[src/rtl/ctxv_pkg.sv]
package ctxv_pkg;
    localparam int REG_W = 16;
    localparam int VER_W = 8;

    typedef enum logic [1:0] {
        ST_IDLE = 2'd0,
        ST_SAVE = 2'd1,
        ST_LOAD = 2'd2
    } xfer_st_e;

    localparam logic [1:0] A_CMD  = 2'd0;
    localparam logic [1:0] A_SLOT = 2'd1;
    localparam logic [1:0] A_TASK = 2'd2;
    localparam logic [1:0] A_EXPV = 2'd3;

    localparam logic [1:0] OP_SAVE = 2'b01;
    localparam logic [1:0] OP_LOAD = 2'b10;
endpackage

[src/rtl/ctxv_regs.sv]
module ctxv_regs
    import ctxv_pkg::*;
#(
    parameter int SW     = 2,
    parameter int TASK_W = 4
) (
    input  logic              clk,
    input  logic              rst_n,
    input  logic              reg_we,
    input  logic [1:0]        reg_addr,
    input  logic [REG_W-1:0]  reg_wdata,
    input  logic [REG_W-1:0]  status,
    output logic [REG_W-1:0]  reg_rdata,
    output logic [SW-1:0]     slot_idx,
    output logic [TASK_W-1:0] task_id,
    output logic [VER_W-1:0]  exp_ver,
    output logic              cmd_wr,
    output logic [1:0]        cmd_op
);
    always_ff @(posedge clk or negedge rst_n) begin
        if (!rst_n) begin
            slot_idx <= '0;
            task_id  <= '0;
            exp_ver  <= '0;
        end else if (reg_we) begin
            unique case (reg_addr)
                A_SLOT:  slot_idx <= reg_wdata[SW-1:0];
                A_TASK:  task_id  <= reg_wdata[TASK_W-1:0];
                A_EXPV:  exp_ver  <= reg_wdata[VER_W-1:0];
                default: ;
            endcase
        end
    end

    always_comb begin
        cmd_wr = reg_we && (reg_addr == A_CMD);
        cmd_op = reg_wdata[1:0];
        unique case (reg_addr)
            A_CMD:   reg_rdata = status;
            A_SLOT:  reg_rdata = REG_W'(slot_idx);
            A_TASK:  reg_rdata = REG_W'(task_id);
            default: reg_rdata = REG_W'(exp_ver);
        endcase
    end
endmodule

[src/rtl/ctxv_store.sv]
module ctxv_store
    import ctxv_pkg::*;
#(
    parameter int NSLOT  = 3,
    parameter int SW     = 2,
    parameter int TASK_W = 4,
    parameter int N      = 16
) (
    input  logic              clk,
    input  logic              rst_n,
    input  logic              c_we,
    input  logic [SW-1:0]     c_slot,
    input  logic [TASK_W-1:0] c_task,
    input  logic [N-1:0]      c_data,
    input  logic [SW-1:0]     lk_idx,
    output logic              lk_valid,
    output logic [TASK_W-1:0] lk_task,
    output logic [VER_W-1:0]  lk_ver,
    output logic [N-1:0]      lk_data,
    input  logic              wt_ack,
    output logic              wt_req,
    output logic [SW-1:0]     wt_slot,
    output logic [TASK_W-1:0] wt_task,
    output logic [VER_W-1:0]  wt_ver,
    output logic [N-1:0]      wt_data,
    output logic [NSLOT-1:0]  dirty,
    output logic [VER_W-1:0]  ver_ctr
);
    logic              vld_q   [NSLOT];
    logic              dirty_q [NSLOT];
    logic [TASK_W-1:0] tsk_q   [NSLOT];
    logic [VER_W-1:0]  ver_q   [NSLOT];
    logic [N-1:0]      dat_q   [NSLOT];
    logic [VER_W-1:0]  ctr_q;
    logic              wt_act_q;
    logic [SW-1:0]     wt_sel_q;
    logic              ack_hit, any_dirty;
    logic [SW-1:0]     low_dirty;

    assign ack_hit = wt_act_q && wt_ack;

    for (genvar g = 0; g < NSLOT; g++) begin : g_slot
        logic hit;
        assign hit = c_we && (c_slot == SW'(g));
        always_ff @(posedge clk or negedge rst_n) begin
            if (!rst_n) begin
                vld_q[g]   <= 1'b0;
                dirty_q[g] <= 1'b0;
                tsk_q[g]   <= '0;
                ver_q[g]   <= '0;
                dat_q[g]   <= '0;
            end else begin
                dirty_q[g] <= (dirty_q[g] && !(ack_hit && wt_sel_q == SW'(g))) || hit;
                if (hit) begin
                    vld_q[g] <= 1'b1;
                    tsk_q[g] <= c_task;
                    ver_q[g] <= ctr_q + 1'b1;
                    dat_q[g] <= c_data;
                end
            end
        end
        assign dirty[g] = dirty_q[g];
    end

    always_comb begin
        low_dirty = '0;
        any_dirty = 1'b0;
        for (int k = NSLOT - 1; k >= 0; k--) begin
            if (dirty_q[k]) begin
                low_dirty = SW'(k);
                any_dirty = 1'b1;
            end
        end
    end

    always_ff @(posedge clk or negedge rst_n) begin
        if (!rst_n) begin
            ctr_q    <= '0;
            wt_act_q <= 1'b0;
            wt_sel_q <= '0;
        end else begin
            if (c_we) ctr_q <= ctr_q + 1'b1;
            if (ack_hit) begin
                wt_act_q <= 1'b0;
            end else if (!wt_act_q && any_dirty) begin
                wt_act_q <= 1'b1;
                wt_sel_q <= low_dirty;
            end
        end
    end

    always_comb begin
        if (int'(lk_idx) < NSLOT) begin
            lk_valid = vld_q[lk_idx];
            lk_task  = tsk_q[lk_idx];
            lk_ver   = ver_q[lk_idx];
            lk_data  = dat_q[lk_idx];
        end else begin
            lk_valid = 1'b0;
            lk_task  = '0;
            lk_ver   = '0;
            lk_data  = '0;
        end
        wt_req  = wt_act_q;
        wt_slot = wt_sel_q;
        wt_task = tsk_q[wt_sel_q];
        wt_ver  = ver_q[wt_sel_q];
        wt_data = dat_q[wt_sel_q];
        ver_ctr = ctr_q;
    end

    // each stamped save advances the counter by one
    p_stamp_step_r3: assert property (@(posedge clk) disable iff (!rst_n)
        c_we |=> (ctr_q == $past(ctr_q) + 1'b1));
    // request held and slot kept until acknowledged
    p_wt_hold_r9: assert property (@(posedge clk) disable iff (!rst_n)
        (wt_act_q && !wt_ack) |=> (wt_act_q && $stable(wt_sel_q)));
    // presented slot remains dirty while unacknowledged
    p_wt_dirty_r9: assert property (@(posedge clk) disable iff (!rst_n)
        (wt_act_q && !wt_ack) |=> dirty_q[wt_sel_q]);
    // commit on the acknowledged slot keeps something dirty
    p_collide_r11: assert property (@(posedge clk) disable iff (!rst_n)
        (ack_hit && c_we && c_slot == wt_sel_q) |=> (dirty != '0));
endmodule

[src/rtl/ctxv_fsm.sv]
module ctxv_fsm
    import ctxv_pkg::*;
#(
    parameter int NSLOT  = 3,
    parameter int SW     = 2,
    parameter int TASK_W = 4,
    parameter int N      = 16
) (
    input  logic              clk,
    input  logic              rst_n,
    input  logic              cmd_wr,
    input  logic [1:0]        cmd_op,
    input  logic [SW-1:0]     slot_idx,
    input  logic [TASK_W-1:0] task_id,
    input  logic [VER_W-1:0]  exp_ver,
    input  logic              lk_valid,
    input  logic [TASK_W-1:0] lk_task,
    input  logic [VER_W-1:0]  lk_ver,
    input  logic [N-1:0]      lk_data,
    input  logic              scan_in,
    output logic [SW-1:0]     lk_idx,
    output logic              scan_en,
    output logic              scan_out,
    output logic              c_we,
    output logic [SW-1:0]     c_slot,
    output logic [TASK_W-1:0] c_task,
    output logic [N-1:0]      c_data,
    output logic              busy,
    output logic              rej,
    output logic              err,
    output logic              done
);
    localparam int CW = $clog2(N);
    localparam logic [CW-1:0] LAST = CW'(N - 1);

    xfer_st_e          st_q, st_d;
    logic [CW-1:0]     cnt_q;
    logic [N-1:0]      shr_q;
    logic [SW-1:0]     cur_q;
    logic [TASK_W-1:0] ctask_q;
    logic              rej_q, err_q, done_q;
    logic              valid_op, go, bad_slot, load_ok, last;

    always_comb begin
        valid_op = (cmd_op == OP_SAVE) || (cmd_op == OP_LOAD);
        go       = cmd_wr && valid_op && (st_q == ST_IDLE);
        bad_slot = int'(slot_idx) >= NSLOT;
        load_ok  = !bad_slot && lk_valid && (lk_task == task_id) && (lk_ver == exp_ver);
        last     = (cnt_q == LAST);
    end

    always_comb begin
        st_d = st_q;
        unique case (st_q)
            ST_IDLE: begin
                if (go && cmd_op == OP_SAVE && !bad_slot)    st_d = ST_SAVE;
                else if (go && cmd_op == OP_LOAD && load_ok) st_d = ST_LOAD;
            end
            ST_SAVE: if (last) st_d = ST_IDLE;
            ST_LOAD: if (last) st_d = ST_IDLE;
            default: st_d = ST_IDLE;
        endcase
    end

    always_ff @(posedge clk or negedge rst_n) begin
        if (!rst_n) st_q <= ST_IDLE;
        else        st_q <= st_d;
    end

    always_ff @(posedge clk or negedge rst_n) begin
        if (!rst_n) begin
            cnt_q   <= '0;
            shr_q   <= '0;
            cur_q   <= '0;
            ctask_q <= '0;
            rej_q   <= 1'b0;
            err_q   <= 1'b0;
            done_q  <= 1'b0;
        end else if (st_q != ST_IDLE) begin
            shr_q <= {scan_in, shr_q[N-1:1]};
            cnt_q <= last ? '0 : cnt_q + 1'b1;
            if (last) done_q <= 1'b1;
            if (cmd_wr && valid_op) rej_q <= 1'b1;
        end else if (go) begin
            rej_q   <= 1'b0;
            done_q  <= 1'b0;
            err_q   <= bad_slot || (cmd_op == OP_LOAD && !load_ok);
            cnt_q   <= '0;
            cur_q   <= slot_idx;
            ctask_q <= task_id;
        end
    end

    always_comb begin
        busy     = (st_q != ST_IDLE);
        scan_en  = busy;
        scan_out = (st_q == ST_LOAD) ? lk_data[cnt_q] : 1'b0;
        lk_idx   = (st_q == ST_IDLE) ? slot_idx : cur_q;
        c_we     = (st_q == ST_SAVE) && last;
        c_slot   = cur_q;
        c_task   = ctask_q;
        c_data   = {scan_in, shr_q[N-1:1]};
        rej      = rej_q;
        err      = err_q;
        done     = done_q;
    end

    // a transfer keeps its state until the last bit
    p_busy_len_r7: assert property (@(posedge clk) disable iff (!rst_n)
        (st_q != ST_IDLE && !last) |=> (st_q == $past(st_q)));
    // the last bit always ends the transfer
    p_busy_end_r7: assert property (@(posedge clk) disable iff (!rst_n)
        (st_q != ST_IDLE && last) |=> (st_q == ST_IDLE));
    // a command while busy raises the reject flag
    p_reject_r8: assert property (@(posedge clk) disable iff (!rst_n)
        (cmd_wr && valid_op && st_q != ST_IDLE) |=> rej_q);
    // a refused restore never starts shifting
    p_stale_r6: assert property (@(posedge clk) disable iff (!rst_n)
        (go && cmd_op == OP_LOAD && !load_ok) |=> (!scan_en && err_q));
endmodule

[src/rtl/ctxv_unit.sv]
module ctxv_unit
    import ctxv_pkg::*;
#(
    parameter int NSLOT  = 3,
    parameter int TASK_W = 4,
    parameter int N      = 16,
    localparam int SW    = $clog2(NSLOT)
) (
    input  logic              clk,
    input  logic              rst_n,
    input  logic              reg_we,
    input  logic [1:0]        reg_addr,
    input  logic [REG_W-1:0]  reg_wdata,
    output logic [REG_W-1:0]  reg_rdata,
    output logic              scan_en,
    output logic              scan_out,
    input  logic              scan_in,
    output logic              wt_req,
    input  logic              wt_ack,
    output logic [SW-1:0]     wt_slot,
    output logic [TASK_W-1:0] wt_task,
    output logic [VER_W-1:0]  wt_ver,
    output logic [N-1:0]      wt_data
);
    logic [REG_W-1:0]  status;
    logic [SW-1:0]     slot_idx, lk_idx, c_slot;
    logic [TASK_W-1:0] task_id, lk_task, c_task;
    logic [VER_W-1:0]  exp_ver, lk_ver, ver_ctr;
    logic [N-1:0]      lk_data, c_data;
    logic [NSLOT-1:0]  dirty;
    logic [3:0]        dpad;
    logic              cmd_wr, lk_valid, c_we, busy, rej, err, done;
    logic [1:0]        cmd_op;

    ctxv_regs #(.SW(SW), .TASK_W(TASK_W)) u_regs (
        .clk(clk), .rst_n(rst_n), .reg_we(reg_we), .reg_addr(reg_addr),
        .reg_wdata(reg_wdata), .status(status), .reg_rdata(reg_rdata),
        .slot_idx(slot_idx), .task_id(task_id), .exp_ver(exp_ver),
        .cmd_wr(cmd_wr), .cmd_op(cmd_op)
    );

    ctxv_fsm #(.NSLOT(NSLOT), .SW(SW), .TASK_W(TASK_W), .N(N)) u_fsm (
        .clk(clk), .rst_n(rst_n), .cmd_wr(cmd_wr), .cmd_op(cmd_op),
        .slot_idx(slot_idx), .task_id(task_id), .exp_ver(exp_ver),
        .lk_valid(lk_valid), .lk_task(lk_task), .lk_ver(lk_ver), .lk_data(lk_data),
        .scan_in(scan_in), .lk_idx(lk_idx), .scan_en(scan_en), .scan_out(scan_out),
        .c_we(c_we), .c_slot(c_slot), .c_task(c_task), .c_data(c_data),
        .busy(busy), .rej(rej), .err(err), .done(done)
    );

    ctxv_store #(.NSLOT(NSLOT), .SW(SW), .TASK_W(TASK_W), .N(N)) u_store (
        .clk(clk), .rst_n(rst_n), .c_we(c_we), .c_slot(c_slot), .c_task(c_task),
        .c_data(c_data), .lk_idx(lk_idx), .lk_valid(lk_valid), .lk_task(lk_task),
        .lk_ver(lk_ver), .lk_data(lk_data), .wt_ack(wt_ack), .wt_req(wt_req),
        .wt_slot(wt_slot), .wt_task(wt_task), .wt_ver(wt_ver), .wt_data(wt_data),
        .dirty(dirty), .ver_ctr(ver_ctr)
    );

    always_comb begin
        dpad = '0;
        dpad[NSLOT-1:0] = dirty;
        status = {ver_ctr, dpad, done, err, rej, busy};
    end

    // the request does not drop without an acknowledge
    p_req_kept_r9: assert property (@(posedge clk) disable iff (!rst_n)
        (wt_req && !wt_ack) |=> wt_req);
    // a raised error flag never coincides with a new shift
    p_err_quiet_r6: assert property (@(posedge clk) disable iff (!rst_n)
        ($rose(err) && !$past(busy)) |-> !scan_en);
endmodule

[config.mk]
export PLATFORM = sky130hd
export DESIGN_NAME = ctxv_unit
export DESIGN_NICKNAME = d
export VERILOG_FILES = /design/src/rtl/ctxv_pkg.sv /design/src/rtl/ctxv_regs.sv /design/src/rtl/ctxv_store.sv /design/src/rtl/ctxv_fsm.sv /design/src/rtl/ctxv_unit.sv
export SDC_FILE = /design/constraint.sdc
export NUM_CORES = 1
export LEC_CHECK = 0
export ABC_AREA = 0
export ABC_CLOCK_PERIOD_IN_PS = 4250
export BUFFER_PORTS_ARGS = -buffer_cell sky130_fd_sc_hd__buf_4
export CAP_MARGIN = 25
export CORE_UTILIZATION = 35
export DETAILED_ROUTE_END_ITERATION = 7
export MAX_ROUTING_LAYER = met4
export SYNTH_ARGS = -nofsm -noshare
export SYNTH_HDL_FRONTEND = slang
export SYNTH_SLANG_ARGS = --single-unit
[constraint.sdc]
create_clock -name clk -period 4.25 [get_ports clk]
set_clock_uncertainty 0.15 [all_clocks]
set_input_delay 0.425 -clock clk [delete_from_list [all_inputs] [get_ports clk]]
set_output_delay 0.425 -clock clk [all_outputs]
set_load 0.01 [all_outputs]
* Yosys cells after proc, flatten, opt, wreduce, memory -nomap -nowiden
Index checks and enable logic that the tools add are counted.
** Word-level totals
- Flip-flop bits (word level) :: 146
- Input port bits :: 23
- Word-level logic and storage cells :: 158
- Output and inout port bits :: 49
** Operators by class
- $add $sub $neg :: 2
- Mux-type cells :: 50
- Eq/ne operators :: 18
- Reduce and logical (&&, ||, !) cells :: 50
- Bitwise gates (word level) :: 4
- Magnitude comparators :: 5
** Operators with widths (count)
- $mux W16 :: 5
- $bmux W16 S2 :: 2
- $pmux W16 S3 :: 1
- $mux W8 :: 5
- $bmux W8 S2 :: 2
- $mux W4 :: 8
- $logic_and A1 B1 Y1 :: 23
- $bmux W4 S2 :: 2
- $reduce_and A2 Y1 :: 8
- $mux W1 :: 15
- $mux W2 :: 7
- $eq A2 B2 Y1 const B :: 6
- $eq A2 B1 Y1 const B :: 5
- $add A8 B1 Y8 const B :: 1
- $eq A8 B8 Y1 :: 1
- $logic_not A2 Y1 :: 4
- $ge A3 B3 Y1 const B :: 2
- $logic_not A1 Y1 :: 6
- $ne A2 B1 Y1 const B :: 3
- $not A2 Y3 :: 2
- $reduce_bool A2 Y1 :: 3
- $logic_or A1 B1 Y1 :: 5
- $lt A4 B5 Y1 const B :: 1
- $add A4 B1 Y4 const B :: 1
- 10 further kinds :: 11

* Depth between registers and ports, before layout
Gate-level depths: netlist (run 1).
- Word-level depth :: 14
- Gate-level depth with buffers :: 11
- Mapped depth without buffers :: 9

* Hierarchy
Synthesis (run 1) repeated with hierarchy kept, for this count alone.
** Second synthesis, totals
- Cell total of the unflattened synthesis :: 803
- Area total of the unflattened synthesis :: 7584.8 um^2
** Modules (own cells, without submodules)
- ctxv_store :: cells an instance 609, sequential area each 2527.4 um^2, area each 5144.9 um^2, instances 1
- ctxv_fsm :: cells an instance 135, sequential area each 750.7 um^2, area each 1639.1 um^2, instances 1
- ctxv_regs :: cells an instance 58, sequential area each 350.3 um^2, area each 797.0 um^2, instances 1
- ctxv_unit :: cells an instance 1, sequential area each 0.0 um^2, area each 3.8 um^2, instances 1

* Worst setup path before layout (run 1)
No wires, ideal clock.
- Kind :: register -> output
- From :: reg u_fsm.st_q[0]
- To :: out scan_out
- Data required time :: 3.675 ns
- Stages on the path, launching flop included :: 10
- Path slack :: 1.346 ns
- Data arrival time :: 2.329 ns
- Path buffers :: 1
- Cells stage by stage :: dfrtp_1 -> inv_1 -> ha_1 -> buf_6 -> mux2_2 -> mux4_2 -> mux2_2 -> a311oi_1 -> o31ai_1 -> and3_1
** Between the ends
- Cells in the longest elaborated chain, start to end :: 10
- Elaborated cells on any way between the ends :: 12
- Those cells by class :: order compare: 1; eq/ne: 1; mux: 8; bitwise: 1; reduce/logical: 1
** Ends and longest elaborated chain
- start, declared :: line ctxv_fsm.sv:36 : xfer_st_e st_q, st_d;
- start signal, assigned :: line ctxv_fsm.sv:67 : else st_q <= st_d;
- $logic_not A2 Y1 :: line ctxv_fsm.sv:98 : lk_idx = (st_q == ST_IDLE) ? slot_idx : cur_q;
- $mux W2 :: line ctxv_fsm.sv:98
- $not A2 Y3 (implied by the code) :: line ctxv_store.sv:97 : lk_data = dat_q[lk_idx];
- $bmux W16 S2 :: line ctxv_store.sv:97
- $mux W16 (implied by the code) (2 in a row) :: line ctxv_store.sv:97
- $mux W16 :: line ctxv_store.sv:93 : if (int'(lk_idx) < NSLOT) begin
- $bmux W1 S4 :: line ctxv_fsm.sv:97 : scan_out = (st_q == ST_LOAD) ? lk_data[cnt_q] : 1'b0;
- $mux W1 (implied by the code) :: line ctxv_fsm.sv:97
- $mux W1 * :: line ctxv_fsm.sv:97
- end, declared :: line ctxv_unit.sv:16 : output logic scan_out,
Mark *: on every way between the ends. The rest lies on a longest branch, timed or not. The select of a mux whose other input is x is not followed.

* Worst setup path in the final report (run 1)
Same ends and word-level chain as after synthesis.

==> metrics, run 1 <==
DR vias 5,349; # rows 52; Critical Path RT 3.67 ns; Relative slew margins 55.3%; initial antenna violation count 0; VDD IR max 0.298 mV; post-route cell area 0.00881 mm²; Total GRT Usage 19.5%; asr flop ratio synth 100%; Worst Hold End u_regs.exp_ver[6]$_DFFE_PN0P_; CTS max path bufs 2; H-tree depth 4; Multi-input gate area 0.00357 mm²; unique cell type count in the Yosys netlist 49; number of diodes 0; core footprint 0.0204 mm²; Crit Path Max Fanout 8; Sink Count 145; routed len/inst 19.5 µm; Overall Power 4320 µW; Detailed Routing Iterations Pass 1 5; ys flop type dfrtp_1; synthesized area per cell 11.3 µm²; Iter 0 DRT Violations 353; cells after synthesis 655; ANT nets after route 0; GPL Wtd Cong 0.866; Worst Hold Path Cells 2; EDFF count, synth 0; final setup fails 0; crit path kind reg2out; status completed; Slew Limit Fails 0; commonest cells after routing, fill and taps aside 144 x dfrtp_1, 99 x mux2_2, 80 x buf_4, 58 x nand2_1; port buffer count 63; crit share post-route 90.0%; TNS Setup 0 ns; largest net degree at the start of global routing 121; most common cell after layout, fill and taps aside dfrtp_1; Initial Util 36.1%; Ys Warns 0; Reg2Reg Launch Point u_fsm.st_q[0]$_DFFE_PN0P_; r2r setup slk 0.87 ns; Setup crit start kind register; Final HPWL DP 13.2 mm; Worst-Skew Late Latency 0.42 ns; Die Width 147 µm; # fillers 1,948; setup bufs post-CTS 0; boundary pin count 72; Seq/Total Area, Yosys 49.2%; fin util 43.1%; Synth Cell Area 0.00738 mm²; fin nets 747; r2r endpoint u_fsm.st_q[1]$_DFFE_PN0P_; post-synthesis net count 685; Tmin final 3.82 ns; final WL 19.5 mm; Seq. cell area 0.00363 mm²; total grt overflow 0; Area after DPL 0.00819 mm²; Hold Crit Start reg_wdata[6]; vias in the first global route 5,665; Lkg Pwr 0.00414 µW; DRC errors left 0; P per Cell Area 490 mW/mm²; CP endpoint kind output port; hold_ws 0.0843 ns; Root Driver clkbuf_16; Die Ht 147 µm; total of max-cap violations 0; Num CTS Buffers 17; CTS tree done; via-per-instance ratio 5.35; Reg2Reg Depth 9; Slew @ Worst Pin 0.671 ns; Hold Path Class in2reg; die area 0.0217 mm²; Max Fclk 261 MHz; final hold vios 0; Seq cells post-synth 145; RSZ-0062 raised after global routing false; Crit path arrival time 3.25 ns; clk slew on worst S/H paths 0.06 ns; share of layout cells above drive strength 1 31.6%; synthesis-to-finish area growth 19.4%; first-pass GRT wire length 31.5 mm
==> worst max-delay path by stage <==
stage / start / to / slack, ns
after floorplan: u_fsm.st_q[0]$_DFFE_PN0P_ / scan_out / 1.35
after global placement: u_fsm.st_q[0]$_DFFE_PN0P_ / scan_out / 0.91
after detailed placement: u_fsm.st_q[0]$_DFFE_PN0P_ / scan_out / 0.89
after CTS: u_fsm.st_q[0]$_DFFE_PN0P_ / scan_out / 0.41
after global routing: u_fsm.st_q[0]$_DFFE_PN0P_ / scan_out / 0.30
final: u_fsm.st_q[0]$_DFFE_PN0P_ / scan_out / 0.43
==> layout make-up <==
class / count / area share (%)
well taps: 270 / 3.83
inverters: 11 / 0.469
repair buffers: 83 / 7.37
flip-flops and latches: 145 / 41.2
clock buffers: 26 / 5.78
multi-input cells: 459 / 40.5
clock inverters: 5 / 0.852
==> synthesized netlist by cell type, types with 2 or more instances <==
cell type | number | area share [%]
nor3b_1 | 3 | 0.31
mux2i_1 | 46 | 6.2
a221oi_1 | 3 | 0.36
nand2_1 | 58 | 3.0
nand3_1 | 11 | 0.75
a21oi_1 | 33 | 2.2
nand3b_1 | 3 | 0.31
a21o_1 | 4 | 0.41
o21ai_0 | 46 | 3.1
buf_2 | 2 | 0.14
mux4_2 | 8 | 2.4
mux2_2 | 99 | 15
o2bb2ai_1 | 5 | 0.59
o22a_1 | 2 | 0.24
dfrtp_1 | 145 | 49
a311oi_1 | 2 | 0.24
nor3_1 | 4 | 0.27
or2_2 | 4 | 0.34
o221ai_1 | 5 | 0.59
and2_1 | 11 | 0.93
nand2b_1 | 4 | 0.34
a22oi_1 | 4 | 0.41
buf_1 | 6 | 0.31
mux2_4 | 2 | 0.41
xor2_1 | 10 | 1.2
clkbuf_1 | 31 | 1.6
a31oi_1 | 3 | 0.25
ha_1 | 7 | 1.2
nor2_1 | 37 | 1.9
o21a_1 | 2 | 0.20
and3_1 | 7 | 0.59
o31ai_1 | 4 | 0.41
xnor2_1 | 11 | 1.3
inv_1 | 11 | 0.56
a22o_1 | 5 | 0.59
nor2b_1 | 2 | 0.17
nand4_1 | 3 | 0.25
==> state kept, by name, summed over array words and instances, names as in the netlist, 3 cells and up <==
name and cells:
u_store.ver_q 24, u_store.dat_q 48, u_store.vld_q 3, u_store.tsk_q 12, u_fsm.c_task 4, u_fsm.cnt_q 4, u_regs.exp_ver 8, u_store.dirty 3
u_regs.task_id 4, u_fsm.shr_q 15, u_store.ver_ctr 8
==> per-stage QoR <==
step,worst slack (ns),instances
2_1_floorplan,1.35,655
3_3_place_gp,0.912,966
6_report,0.425,999
4_1_cts,0.408,997
5_1_grt,0.302,999
3_5_place_dp,0.885,966
==> layer usage <==
| layer | vias to the layer above | track usage [%] | routed length (µm) |
|---|---|---|---|
| li1 | 2469 | - | - |
| met1 | 2686 | 24.8 | 8680 |
| met5 | - | - | 0 |
| met3 | 32 | 4.41 | 903 |
| met2 | 162 | 30.8 | 9500 |
| met4 | 0 | 6.24 | 412 |
==> power by group <==
part / total, µW / internal [µW] / switching, µW
logic: 981 / 482 / 499
clock network: 1500 / 937 / 564
registers: 1840 / 1540 / 297
==> worst max-delay path, stage by stage, from the launching register on <==
cell      delay [ns]
dfrtp_1         0.41
inv_1           0.10
ha_1            0.39
mux2_2          0.45
mux4_2          0.43
mux2_2          0.27
a311oi_1        0.27
o31ai_1         0.13
and3_1          0.22
buf_4           0.15
==> kinds of logic after synthesis <==
kind of cell	after synthesis	synth area share (%)
AOI/OAI and AO/OA	125	10.5
xor gates and xnor gates	21	2.49
adders and majority gates	7	1.19
buffers and inverters	51	2.73
DFF	145	49.2
muxes	156	24.4
and+or+nand+nor	150	9.51
==> repair_timing <==
action / CTS / global route
gates resized for setup: 0 / 0
hold buffers: 0 / 1
endpoints found under the setup margin: 0 / 0
endpoints found under the hold margin: 0 / 26
Power figures use the tool's default switching activity.
==> inputs of run 2 (changes only) <==
--- a/config.mk
+++ b/config.mk
@@ -5,7 +5,7 @@
 export SDC_FILE = /design/constraint.sdc
 export NUM_CORES = 1
 export LEC_CHECK = 0
-export ABC_AREA = 0
+export ABC_AREA = 1
 export ABC_CLOCK_PERIOD_IN_PS = 4250
 export BUFFER_PORTS_ARGS = -buffer_cell sky130_fd_sc_hd__buf_4
 export CAP_MARGIN = 25
==> run 2 against run 1 <==
Sequential share of layout area shrank 0.41 points. Die area grew 1.1%. Via count grew 26%. Sequential cell count is the same. Utilization shrank 0.68 points. Final cell count grew 31%. Non-clock buffer count shrank 4. Wire length grew 15%. Worst setup slack gained 0.13 ns. Sequential power shrank 9%. First-iteration DRC count grew 56%. Register-to-register slack gained 0.12 ns. Critical path type unchanged. Largest power group is now clock.
==> metrics, run 2 <==
final WL 22.5 mm; ANT nets after route 0; post-CTS resize count 0; Num CTS Buffers 17; RSZ-0062 raised after global routing false; Seq/Total Area, Yosys 48.7%; Seq. cell area 0.00363 mm²; Largest regs u_store.dat_q x48, u_store.ver_q x24, u_fsm.shr_q x15; post-synthesis net count 991; Root Driver clkbuf_16; crit share post-route 86.9%; Reg2Reg Launch Point u_fsm.st_q[0]$_DFFE_PN0P_; VDD IR max 0.287 mV; fin util 42.4%; Setup crit start kind register; Synth Cell Area 0.00746 mm²; cells after synthesis 961; Die Ht 148 µm; Relative slew margins 45.6%; status completed; vias in the first global route 6,498; synthesis-to-finish area growth 19.3%; ranking of synthesized cells by area dfrtp_1 49%, nand2_1 15%, o21ai_0 9.3%; clk slew on worst S/H paths 0.06 ns; Initial Util 35.6%; Worst-Skew Late Latency 0.43 ns; Iter 0 DRT Violations 552; P per Cell Area 522 mW/mm²; commonest cells after routing, fill and taps aside 289 x nand2_1, 145 x dfrtp_1, 139 x o21ai_0, 113 x inv_1, 76 x buf_4; number of diodes 0; port buffer count 63; initial antenna violation count 0; share of layout cells above drive strength 1 12.6%; # fillers 2,166; Crit Path Max Fanout 23; Hold Path Class in2reg; unique cell type count in the Yosys netlist 34; CP endpoint kind output port; CTS tree done; max FFs per register 48; GPL Wtd Cong 0.856; total of max-cap violations 0; DP Worst Slack 1.04 ns; TNS Setup 0 ns; final hold vios 0; Detailed Routing Iterations Pass 1 6; CTS max path bufs 2; hold_ws 0.0662 ns; die area 0.0219 mm²; Area after DPL 0.00819 mm²; asr flop ratio synth 100%; routed len/inst 17.2 µm; Lkg Pwr 0.00413 µW; cell with the most instances after synthesis nand2_1; Hold Crit Start wt_ack; Tmin final 3.69 ns; Ys Warns 0; core footprint 0.0210 mm²; Multi-input gate area 0.00319 mm²; # rows 53; area leader, netlist dfrtp_1; synthesized area per cell 7.76 µm²; most common cell after layout, fill and taps aside nand2_1; Die Width 148 µm; setup bufs post-CTS 0; Slew Limit Fails 0; most frequent cells after synthesis 289 x nand2_1, 145 x dfrtp_1, 139 x o21ai_0; largest net degree at the start of global routing 109; final setup fails 0; Yosys top cell area share 48.7%; Slew @ Worst Pin 0.814 ns; post-route cell area 0.00889 mm²; Total GRT Usage 22.2%; H-tree depth 4; fin nets 1,047; DRC errors left 0; Critical Path RT 3.67 ns; Top reg by flops u_store.dat_q; crit path kind reg2out; DR vias 6,726; crit path from u_fsm.st_q[0]$_DFFE_PN0P_; Sink Count 145; Max Fclk 271 MHz; Crit path arrival time 3.12 ns; total grt overflow 0; first-pass GRT wire length 35.8 mm; Final HPWL DP 14.7 mm; EDFF count, synth 0; Seq cells post-synth 145; boundary pin count 72; via-per-instance ratio 5.15; PnR worst setup slack 0.558 ns; ys flop type dfrtp_1
run 2: cell count changes after synthesis, sizes merged, moves of 7 or more:
cell	previous run	this run
o221ai	5	16
mux4	8	0
a21oi	33	17
and2	11	0
o21ai	46	152
nand3	11	78
buf	9	16
mux2i	47	0
o211ai	1	21
mux2	101	0
inv	11	118
xnor2	11	0
nand2	58	296
run 2: cell type report:
type / count / area share [%]
Clock buffer: 19 / 4.87
Clock inverter: 13 / 2.63
Inverter: 118 / 4.98
Multi-Input combinational cell: 656 / 35.9
Sequential cell: 145 / 40.8
Tap cell: 275 / 3.87
Timing Repair Buffer: 79 / 6.96
run 2: final timing paths:
path / end / slack, ns / cells past startpoint
max: scan_out / 0.56 / 14
min: u_store.wt_req$_DFFE_PN0P_ / 0.07 / 2
max reg2reg: u_fsm.st_q[0]$_DFFE_PN0P_ / 0.99 / 15
min reg2reg: u_store.vld_q[0]$_DFFE_PN0P_ / 0.31 / 2
max in group asynchronous: u_store.dat_q[39]$_DFFE_PN0P_ / 2.57 / 4
min in group asynchronous: u_regs.task_id[0]$_DFFE_PN0P_ / 0.36 / 2
run 2: per-stage QoR:
| step | std cells | total power, µW |
|---|---|---|
| CTS | 1303 | 4650 |
| finish | 1305 | 4640 |
| floorplan | 961 | 2440 |
| detailed placement | 1271 | 2930 |
| global placement | 1271 | 2910 |
| global route | 1305 | 4870 |
run 2: worst max-delay path, stage by stage, from the launching register on:
cell,delay [ns]
dfrtp_1,0.38
inv_1,0.07
ha_1,0.31
inv_2,0.24
nand2_1,0.08
nand2_1,0.60
o21ai_0,0.15
o21ai_0,0.21
nand2_1,0.07
nand3_1,0.07
nand2_1,0.07
nand2_1,0.06
nand2_1,0.05
nor2_1,0.16
buf_4,0.15
run 2: metal layers:
metal / track usage [%] / wire, µm / vias to the layer above
li1: - / - / 3251
met1: 30.7 / 10300 / 3200
met2: 33.3 / 10400 / 237
met3: 3.73 / 1410 / 38
met4: 6.75 / 377 / 0
met5: - / 0 / -
run 2: logic make-up after synthesis:
logic type / Yosys count / share of synthesized area [%]
xor+xnor: 8 / 0.940
simple gates: 425 / 24.3
buf+inv: 160 / 8.61
compound gates: 216 / 16.3
flops: 145 / 48.7
fa+ha+maj: 7 / 1.17
run 2: repair_timing:
item                       CTS  global route
hold endpoints to repair     0            50
setup endpoints to repair    0             0
hold buffers                 0             1
run 2: report_power, final:
group	total (µW)	leakage (µW)	switching (µW)	internal, µW
sequential	1680	0.00196	170	1510
clock	1720	0.000314	615	1100
combinational	1240	0.00186	888	356
total	4640	0.00413	1670	2970
